$ cat src/rtl/trig_seq_pkg.sv
package trig_seq_pkg;

  typedef enum logic [1:0] {
    MODE_OFF  = 2'b00,
    MODE_KEEP = 2'b01,
    MODE_LOW  = 2'b10,
    MODE_HIGH = 2'b11
  } pinMode_t;

  localparam int ADDR_W = 3;

  localparam logic [ADDR_W-1:0] REG_COND   = 3'd0;
  localparam logic [ADDR_W-1:0] REG_DELAY  = 3'd1;
  localparam logic [ADDR_W-1:0] REG_OUTSEL = 3'd2;
  localparam logic [ADDR_W-1:0] REG_PERIOD = 3'd3;
  localparam logic [ADDR_W-1:0] REG_BITLEN = 3'd4;

  // strobes from control to datapath
  typedef struct packed {
    logic pulseOn;
    logic trigStrobe;
  } ctrlStrobe_t;

endpackage

$ cat src/rtl/trig_sync.sv
module trig_sync #(
  parameter int W      = 10,
  parameter int STAGES = 2
) (
  input  logic         clk,
  input  logic         rstN,
  input  logic [W-1:0] din,
  output logic [W-1:0] dout
);

  logic [W-1:0] stage [STAGES];

  always_ff @(posedge clk) begin
    if (!rstN) begin
      for (int s = 0; s < STAGES; s++) stage[s] <= '0;
    end else begin
      stage[0] <= din;
      for (int s = 1; s < STAGES; s++) stage[s] <= stage[s-1];
    end
  end

  assign dout = stage[STAGES-1];

endmodule

$ cat src/rtl/trig_datapath.sv
module trig_datapath
  import trig_seq_pkg::*;
#(
  parameter int PINS        = 10,
  parameter int DATA_W      = 32,
  parameter int CNT_W       = 32,
  parameter int BL_W        = 8,
  parameter int SYNC_STAGES = 2
) (
  input  logic              clk,
  input  logic              rstN,
  input  logic              regWe,
  input  logic [ADDR_W-1:0] regAddr,
  input  logic [DATA_W-1:0] regWdata,
  input  logic [PINS-1:0]   gpioIn,
  input  ctrlStrobe_t       strb,
  output logic [PINS-1:0]   gpioOut,
  output logic [PINS-1:0]   gpioOe,
  output logic              sensorTrig,
  output logic              condLevel,
  output logic              useInternal,
  output logic [CNT_W-1:0]  delayVal,
  output logic [CNT_W-1:0]  periodVal,
  output logic [BL_W-1:0]   bitLenVal,
  output logic              periodWr
);

  localparam int FIELD_W = 2 * PINS;
  localparam logic [BL_W-1:0] BL_RESET = BL_W'(2);

  logic [PINS-1:0][1:0] condMode;
  logic [PINS-1:0][1:0] outMode;
  logic [PINS-1:0]      pinSync;
  logic [PINS-1:0][1:0] wrField;

  assign wrField = regWdata[FIELD_W-1:0];

  wire condWr = regWe && (regAddr == REG_COND);
  wire outWr  = regWe && (regAddr == REG_OUTSEL);

  // mode fields, code 01 keeps the stored mode
  always_ff @(posedge clk) begin
    if (!rstN) begin
      condMode <= '0;
      outMode  <= '0;
    end else begin
      for (int i = 0; i < PINS; i++) begin
        if (condWr && wrField[i] != MODE_KEEP) condMode[i] <= wrField[i];
        if (outWr  && wrField[i] != MODE_KEEP) outMode[i]  <= wrField[i];
      end
    end
  end

  always_ff @(posedge clk) begin
    if (!rstN) begin
      delayVal  <= '0;
      periodVal <= '0;
      bitLenVal <= BL_RESET;
      periodWr  <= 1'b0;
    end else begin
      periodWr <= regWe && (regAddr == REG_PERIOD);
      if (regWe && regAddr == REG_DELAY)  delayVal  <= regWdata[CNT_W-1:0];
      if (regWe && regAddr == REG_PERIOD) periodVal <= regWdata[CNT_W-1:0];
      if (regWe && regAddr == REG_BITLEN) bitLenVal <= regWdata[BL_W-1:0];
    end
  end

  trig_sync #(.W(PINS), .STAGES(SYNC_STAGES)) u_sync (
    .clk  (clk),
    .rstN (rstN),
    .din  (gpioIn),
    .dout (pinSync)
  );

  // AND of all enabled per-pin matches
  always_comb begin
    logic lvl;
    logic anyEn;
    lvl   = 1'b1;
    anyEn = 1'b0;
    for (int i = 0; i < PINS; i++) begin
      unique case (condMode[i])
        MODE_HIGH: begin lvl = lvl & pinSync[i];  anyEn = 1'b1; end
        MODE_LOW:  begin lvl = lvl & ~pinSync[i]; anyEn = 1'b1; end
        default: ;
      endcase
    end
    condLevel   = lvl;
    useInternal = ~anyEn;
  end

  always_comb begin
    for (int i = 0; i < PINS; i++) begin
      unique case (outMode[i])
        MODE_HIGH: begin gpioOe[i] = 1'b1; gpioOut[i] = strb.pulseOn;  end
        MODE_LOW:  begin gpioOe[i] = 1'b1; gpioOut[i] = ~strb.pulseOn; end
        default:   begin gpioOe[i] = 1'b0; gpioOut[i] = 1'b0;          end
      endcase
    end
  end

  assign sensorTrig = strb.trigStrobe;

  generate
    for (genvar g = 0; g < PINS; g++) begin : g_pinChk
      assert_keep_cond_R3: assert property (@(posedge clk) disable iff (!rstN)
        (condWr && regWdata[2*g +: 2] == MODE_KEEP) |=> $stable(condMode[g]));
      assert_off_pin_R7: assert property (@(posedge clk) disable iff (!rstN)
        (outWr && regWdata[2*g +: 2] == MODE_OFF) |=> (!gpioOe[g] && !gpioOut[g]));
    end
  endgenerate

endmodule

$ cat src/rtl/trig_ctrl.sv
module trig_ctrl
  import trig_seq_pkg::*;
#(
  parameter int CNT_W    = 32,
  parameter int BL_W     = 8,
  parameter int MIN_FREE = 256
) (
  input  logic             clk,
  input  logic             rstN,
  input  logic             condLevel,
  input  logic             useInternal,
  input  logic [CNT_W-1:0] delayVal,
  input  logic [CNT_W-1:0] periodVal,
  input  logic [BL_W-1:0]  bitLenVal,
  input  logic             periodWr,
  output ctrlStrobe_t      strb
);

  localparam int WID_W = BL_W + 4;

  logic             running;
  logic [CNT_W-1:0] perCnt;
  logic             pulseOn;
  logic [WID_W-1:0] widCnt;
  logic [WID_W-1:0] widLoad;
  logic             condPrev;
  logic             busy;
  logic [CNT_W-1:0] dlyCnt;
  logic             trigStrobe;
  logic             isSingle;
  logic             isFree;
  logic             startNow;
  logic             trigEvent;

  assign isSingle = (periodVal == CNT_W'(1));
  assign isFree   = (periodVal >= CNT_W'(MIN_FREE));
  assign widLoad  = {({1'b0, bitLenVal} + (BL_W+1)'(1)), 3'b000} - WID_W'(1);

  always_comb begin
    if (periodWr) startNow = isFree || (isSingle && !pulseOn);
    else          startNow = running && (perCnt == '0);
  end

  assign trigEvent = useInternal ? startNow : (condLevel && !condPrev);

  // period generator
  always_ff @(posedge clk) begin
    if (!rstN) begin
      running <= 1'b0;
      perCnt  <= '0;
    end else if (periodWr) begin
      running <= isFree;
      perCnt  <= periodVal - CNT_W'(1);
    end else if (running) begin
      perCnt <= (perCnt == '0) ? periodVal - CNT_W'(1) : perCnt - CNT_W'(1);
    end
  end

  // pulse width
  always_ff @(posedge clk) begin
    if (!rstN) begin
      pulseOn <= 1'b0;
      widCnt  <= '0;
    end else if (startNow) begin
      pulseOn <= 1'b1;
      widCnt  <= widLoad;
    end else if (pulseOn) begin
      if (widCnt == '0) pulseOn <= 1'b0;
      else              widCnt  <= widCnt - WID_W'(1);
    end
  end

  // event detect and delay countdown
  always_ff @(posedge clk) begin
    if (!rstN) begin
      condPrev   <= 1'b1;
      busy       <= 1'b0;
      dlyCnt     <= '0;
      trigStrobe <= 1'b0;
    end else begin
      condPrev   <= condLevel;
      trigStrobe <= 1'b0;
      if (busy) begin
        if (dlyCnt == '0) begin
          trigStrobe <= 1'b1;
          busy       <= 1'b0;
        end else begin
          dlyCnt <= dlyCnt - CNT_W'(1);
        end
      end else if (trigEvent) begin
        if (delayVal == '0) begin
          trigStrobe <= 1'b1;
        end else begin
          busy   <= 1'b1;
          dlyCnt <= delayVal - CNT_W'(1);
        end
      end
    end
  end

  assign strb.pulseOn    = pulseOn;
  assign strb.trigStrobe = trigStrobe;

  assert_strobe_single_R5: assert property (@(posedge clk) disable iff (!rstN)
    trigStrobe |=> !trigStrobe);
  assert_pulse_min_R11: assert property (@(posedge clk) disable iff (!rstN)
    $rose(pulseOn) |=> pulseOn);
  assert_illegal_stop_R10: assert property (@(posedge clk) disable iff (!rstN)
    (periodWr && !isFree) |=> !running);
  assert_busy_no_strobe_R6: assert property (@(posedge clk) disable iff (!rstN)
    (busy && dlyCnt != '0) |=> (!trigStrobe && busy));

endmodule

$ cat src/rtl/cam_trig_seq.sv
module cam_trig_seq
  import trig_seq_pkg::*;
#(
  parameter int PINS        = 10,
  parameter int DATA_W      = 32,
  parameter int CNT_W       = 32,
  parameter int BL_W        = 8,
  parameter int SYNC_STAGES = 2,
  parameter int MIN_FREE    = 256
) (
  input  logic              clk,
  input  logic              rstN,
  input  logic              regWe,
  input  logic [ADDR_W-1:0] regAddr,
  input  logic [DATA_W-1:0] regWdata,
  input  logic [PINS-1:0]   gpioIn,
  output logic [PINS-1:0]   gpioOut,
  output logic [PINS-1:0]   gpioOe,
  output logic              sensorTrig
);

  ctrlStrobe_t      strb;
  logic             condLevel;
  logic             useInternal;
  logic [CNT_W-1:0] delayVal;
  logic [CNT_W-1:0] periodVal;
  logic [BL_W-1:0]  bitLenVal;
  logic             periodWr;

  trig_datapath #(
    .PINS(PINS), .DATA_W(DATA_W), .CNT_W(CNT_W), .BL_W(BL_W), .SYNC_STAGES(SYNC_STAGES)
  ) u_datapath (
    .clk         (clk),
    .rstN        (rstN),
    .regWe       (regWe),
    .regAddr     (regAddr),
    .regWdata    (regWdata),
    .gpioIn      (gpioIn),
    .strb        (strb),
    .gpioOut     (gpioOut),
    .gpioOe      (gpioOe),
    .sensorTrig  (sensorTrig),
    .condLevel   (condLevel),
    .useInternal (useInternal),
    .delayVal    (delayVal),
    .periodVal   (periodVal),
    .bitLenVal   (bitLenVal),
    .periodWr    (periodWr)
  );

  trig_ctrl #(
    .CNT_W(CNT_W), .BL_W(BL_W), .MIN_FREE(MIN_FREE)
  ) u_ctrl (
    .clk         (clk),
    .rstN        (rstN),
    .condLevel   (condLevel),
    .useInternal (useInternal),
    .delayVal    (delayVal),
    .periodVal   (periodVal),
    .bitLenVal   (bitLenVal),
    .periodWr    (periodWr),
    .strb        (strb)
  );

endmodule

$ cat config.mk
export PLATFORM = sky130hd
export DESIGN_NAME = cam_trig_seq
export DESIGN_NICKNAME = d
export VERILOG_FILES = /design/src/rtl/trig_seq_pkg.sv /design/src/rtl/trig_sync.sv /design/src/rtl/trig_datapath.sv /design/src/rtl/trig_ctrl.sv /design/src/rtl/cam_trig_seq.sv
export SDC_FILE = /design/constraint.sdc
export NUM_CORES = 1
export LEC_CHECK = 0
export BUFFER_PORTS_ARGS = -buffer_cell sky130_fd_sc_hd__buf_2
export CORE_MARGIN = 3
export CORE_UTILIZATION = 50
export DETAILED_ROUTE_END_ITERATION = 12
export GPL_TIMING_DRIVEN = 0
export PLACE_DENSITY = 0.66
export SYNTH_ARGS = -nofsm -noshare
export SYNTH_HDL_FRONTEND = slang
export SYNTH_SLANG_ARGS = --single-unit
export TNS_END_PERCENT = 100
$ cat constraint.sdc
create_clock -name clk -period 4.65 [get_ports clk]
set_input_delay 1.1625 -clock clk [delete_from_list [all_inputs] [get_ports clk]]
set_output_delay 1.1625 -clock clk [all_outputs]
set_load 0.05 [all_outputs]
==> flow_summary_export.csv <==
group,metric,value,unit
outcome,status,"finished clean",
synth,syn-cell-area,11500,um^2
grt,overflow,0,
setup_path,crit_chain,"clkbuf_4 > buf_2 > buf_2 > clkbuf_2 > mux2i_1 > ha_1 > o2111ai_1 > clkbuf_1 > a2111oi_2 > nand2b_1 > xnor2_1 > a211oi_1 > nor3_1",
floorplan,die_area,24800,um^2
setup_path,start_kind,"flip-flop",
synth,synth_most_common_cell,"nand2_1",
clocking,clockRootBuffer,"clkbuf_16",
clocking,h-tree-depth,1,
cells_and_area,drive_above_1_share,0.0904,
floorplan,ios,69,
floorplan,coreArea,22200,um^2
detailed_routing,totalWireLength,38200,um
timing,clock.fmax,231,MHz
pwr,p_clk_frac,0.384,
grt,grt_pass1_vias,10900,
detailed_routing,vias,11700,
pwr,p_per_area,388,nW/um^2
pwr,netSwitchingPower,0.00159,W
detailed_routing,final_antenna_net_count,0,
clocking,cts_tree,"done",
setup_path,critPathKind,"reg -> reg",
clocking,clk_latency,0.53,ns
synth,synthTopCellsByArea,"dfxtp_1 37%, a21oi_1 8.0%, nand2_1 7.4%",
synth,synthMuxAreaShare,0.00972,
cells_and_area,seq_area,4280,um^2
detailed_routing,drt-wirelength-per-cell,20.0,um
synth,syn_nets,1569,
synth,synth-edff-count,0,
synth,synth.avg_cell_area,7.56,um^2
cells_and_area,final_nets,1662,
cells_and_area,num-fill-cells,2160,
timing,finalSetupTns,0,ns
pwr,p_comb_frac,0.222,
synth,netlist-cell-type-count,78,
timing,min_period,4.33,ns
detailed_routing,first_pass_iters,5,
hold_path,hold_class,"reg -> reg",
clocking,cts_num_sinks,214,
synth,synth_top_family_by_area,"simple AND/OR/NAND/NOR gates",
cells_and_area,multi_input_area,6700,um^2
setup_path,critPathMaxFanout,28,
detailed_routing,avgViaCountPerCell,6.16,
pwr,internal_power,0.00346,W
setup_path,cp_common_cell,"buf_2",
floorplan,std_cell_rows,54,
setup_path,crit_family,"buffers and inverters",
cells_and_area,areaGrowthSynthToFinish,13.4,%
synth,ys_top_cells_by_count,"227 x nand2_1, 214 x dfxtp_1, 183 x a21oi_1",
synth,synthAdderAreaFrac,0.00655,
floorplan,initial_core_util,0.517,
grt,grt_pass1_wl,59800,um
setup_path,slowest_stage,"a2111oi_2",
grt,grt_start_max_net_pins,29,
timing,drv_slew,0,
detailed_routing,drc_errors,0,
synth,yosysSeqAreaShare,0.374,
synth,async_flop_share,0,
synth,synth-seq-cells,214,
pwr,seqPwrFrac,0.394,
detailed_routing,drt_iter0_drc,1122,
synth,synth_top_area_cell,"dfxtp_1",
timing,clock_skew,0.0281,ns
pwr,power,0.00505,W
synth,yosys.area_share.simple,0.272,
grt,groute.usage.overall,0.302,
synth,synth_cells,1515,
timing,tightest_slew,1.05,ns
setup_path,max_stage_delay,0.50,ns
job,drv_cap,0,
place,place.gp.congestion,0.950,
timing,hold_viol,0,
setup_path,cp.required,5.02,ns
synth,synth_compound_area_frac,0.222,
timing,max_slew_margin,0.302,
clocking,path_clk_slew,0.06,ns
setup_path,cp_num_buf_inv,5,
place,hpwl,27000,um
pwr,ir_drop,0.000322,V
pwr,leakage,4.82,nW
clocking,cts_buffer_depth,3,
setup_path,worst_setup_path_end_kind,"flip-flop",
synth,yosysWarningCount,0,
pwr,swShare,0.315,
timing,period_share,0.932,
floorplan,die_y,157,um
timing,rsz0062_at_grt,"no",
setup_path,cp.arrival,4.71,ns
clocking,cts_buffers,24,
floorplan,die_w,157,um
synth,yosys_most_used_dff,"dfxtp_1",
place,port_buffers,67,
synth,synth_top_area_share,0.374,
synth,synth_xor_area_frac,0.0726,
grt,grt_antenna_before_repair,1,
timing,setup_viol_count_final,0,
-- through the flow --
stage / cells / hold slack, ns / utilization / cell area (um^2) / setup slack, ns
CTS: 1906 / 0.432 / 0.586 / 13000 / 0.251
global route: 1907 / 0.446 / 0.586 / 13000 / 0.0249
global placement: 1862 / 0.413 / 0.548 / 12100 / -1.27
floorplan: 1515 / 0.412 / - / 11500 / 0.460
finish: 1907 / 0.430 / 0.586 / 13000 / 0.318
detailed placement: 1862 / 0.419 / 0.548 / 12100 / -1.30
-- kinds of logic after synthesis --
| group | after synthesis |
|---|---|
| fa+ha+maj | 6 |
| buf+inv | 129 |
| mux | 11 |
| xor+xnor | 95 |
| compound gates | 418 |
| simple gates | 642 |
| flops | 214 |
-- registers in the layout, indices dropped and copies added (netlist names) --
register                 flops
u_datapath.condMode         20
u_datapath.periodVal        32
u_datapath.u_sync.stage     20
u_datapath.delayVal         32
u_datapath.periodWr          1
u_ctrl.perCnt               32
u_ctrl.busy                  1
u_ctrl.running               1
u_ctrl.condPrev              1
u_datapath.outMode          20
u_ctrl.pulseOn               1
u_datapath.bitLenVal         8
u_ctrl.widCnt               12
u_ctrl.dlyCnt               32
u_ctrl.trigStrobe            1
-- cells in the final DEF (no fill, tap or decap), types with 9 or more instances in the layout --
cell type,netlist,layout
clkbuf_16,0,25
nor3_1,64,64
nor4_1,46,46
dfxtp_1,214,214
o31ai_1,10,10
nand3_1,42,42
nor2_1,133,133
xor2_1,45,45
and2_1,37,37
a22oi_1,11,11
nand2_1,227,227
a21oi_1,183,183
o221ai_1,9,9
inv_1,18,18
or3_1,11,11
or4_1,9,9
clkbuf_1,96,97
mux2i_1,10,10
a31oi_1,16,16
buf_2,7,76
o21ai_0,91,91
nand4_1,13,13
a211oi_1,15,15
and3_1,10,10
xnor2_1,50,50
-- power by group through the flow --
stage	Combinational [W]	Clock (W)	Sequential, W
floorplan	0.000794	0	0.00200
global placement	0.00106	0	0.00202
detailed placement	0.00107	0	0.00202
CTS	0.00110	0.00196	0.00198
global route	0.00123	0.00204	0.00200
finish	0.00112	0.00194	0.00199
-- worst paths after layout --
check,start,end,slack (ns),cells past startpoint
min reg2reg,u_datapath.u_sync.stage[0][3]$_SDFF_PN0_,u_datapath.u_sync.stage[0][13]$_SDFF_PN0_,0.43,1
max,u_ctrl.busy$_SDFF_PN0_,u_ctrl.dlyCnt[18]$_SDFFE_PN0P_,0.32,13
max reg2reg,u_ctrl.busy$_SDFF_PN0_,u_ctrl.dlyCnt[18]$_SDFFE_PN0P_,0.32,13
min,u_datapath.u_sync.stage[0][3]$_SDFF_PN0_,u_datapath.u_sync.stage[0][13]$_SDFF_PN0_,0.43,1
-- timing repair --
action / in CTS / in global routing
buffers inserted: 2 / 0
pin swaps: 1 / 0
hold endpoints to repair: 0 / 0
resized for setup: 9 / 1
cloned: 0 / 0
setup endpoints to repair: 14 / 3
hold buffers: 0 / 0
-- area by class of cell --
type	instances	share of cell area
antenna	1	0.000193
sequential	214	0.330
inverter	18	0.00520
buffer	109	0.0328
timing repair buffer	69	0.0270
multi-input combinational	1172	0.516
clock buffer	35	0.0556
tap	280	0.0270
clock inverter	9	0.00683
-- per-layer routing --
metal	global-route usage	vias to the layer above	share of wire
met3	0.0470	132	0.077
met1	0.394	5469	0.42
met2	0.503	525	0.46
met4	0.119	0	0.041
met5	0	-	0
li1	-	5622	-
Power figures use the tool's default switching activity.
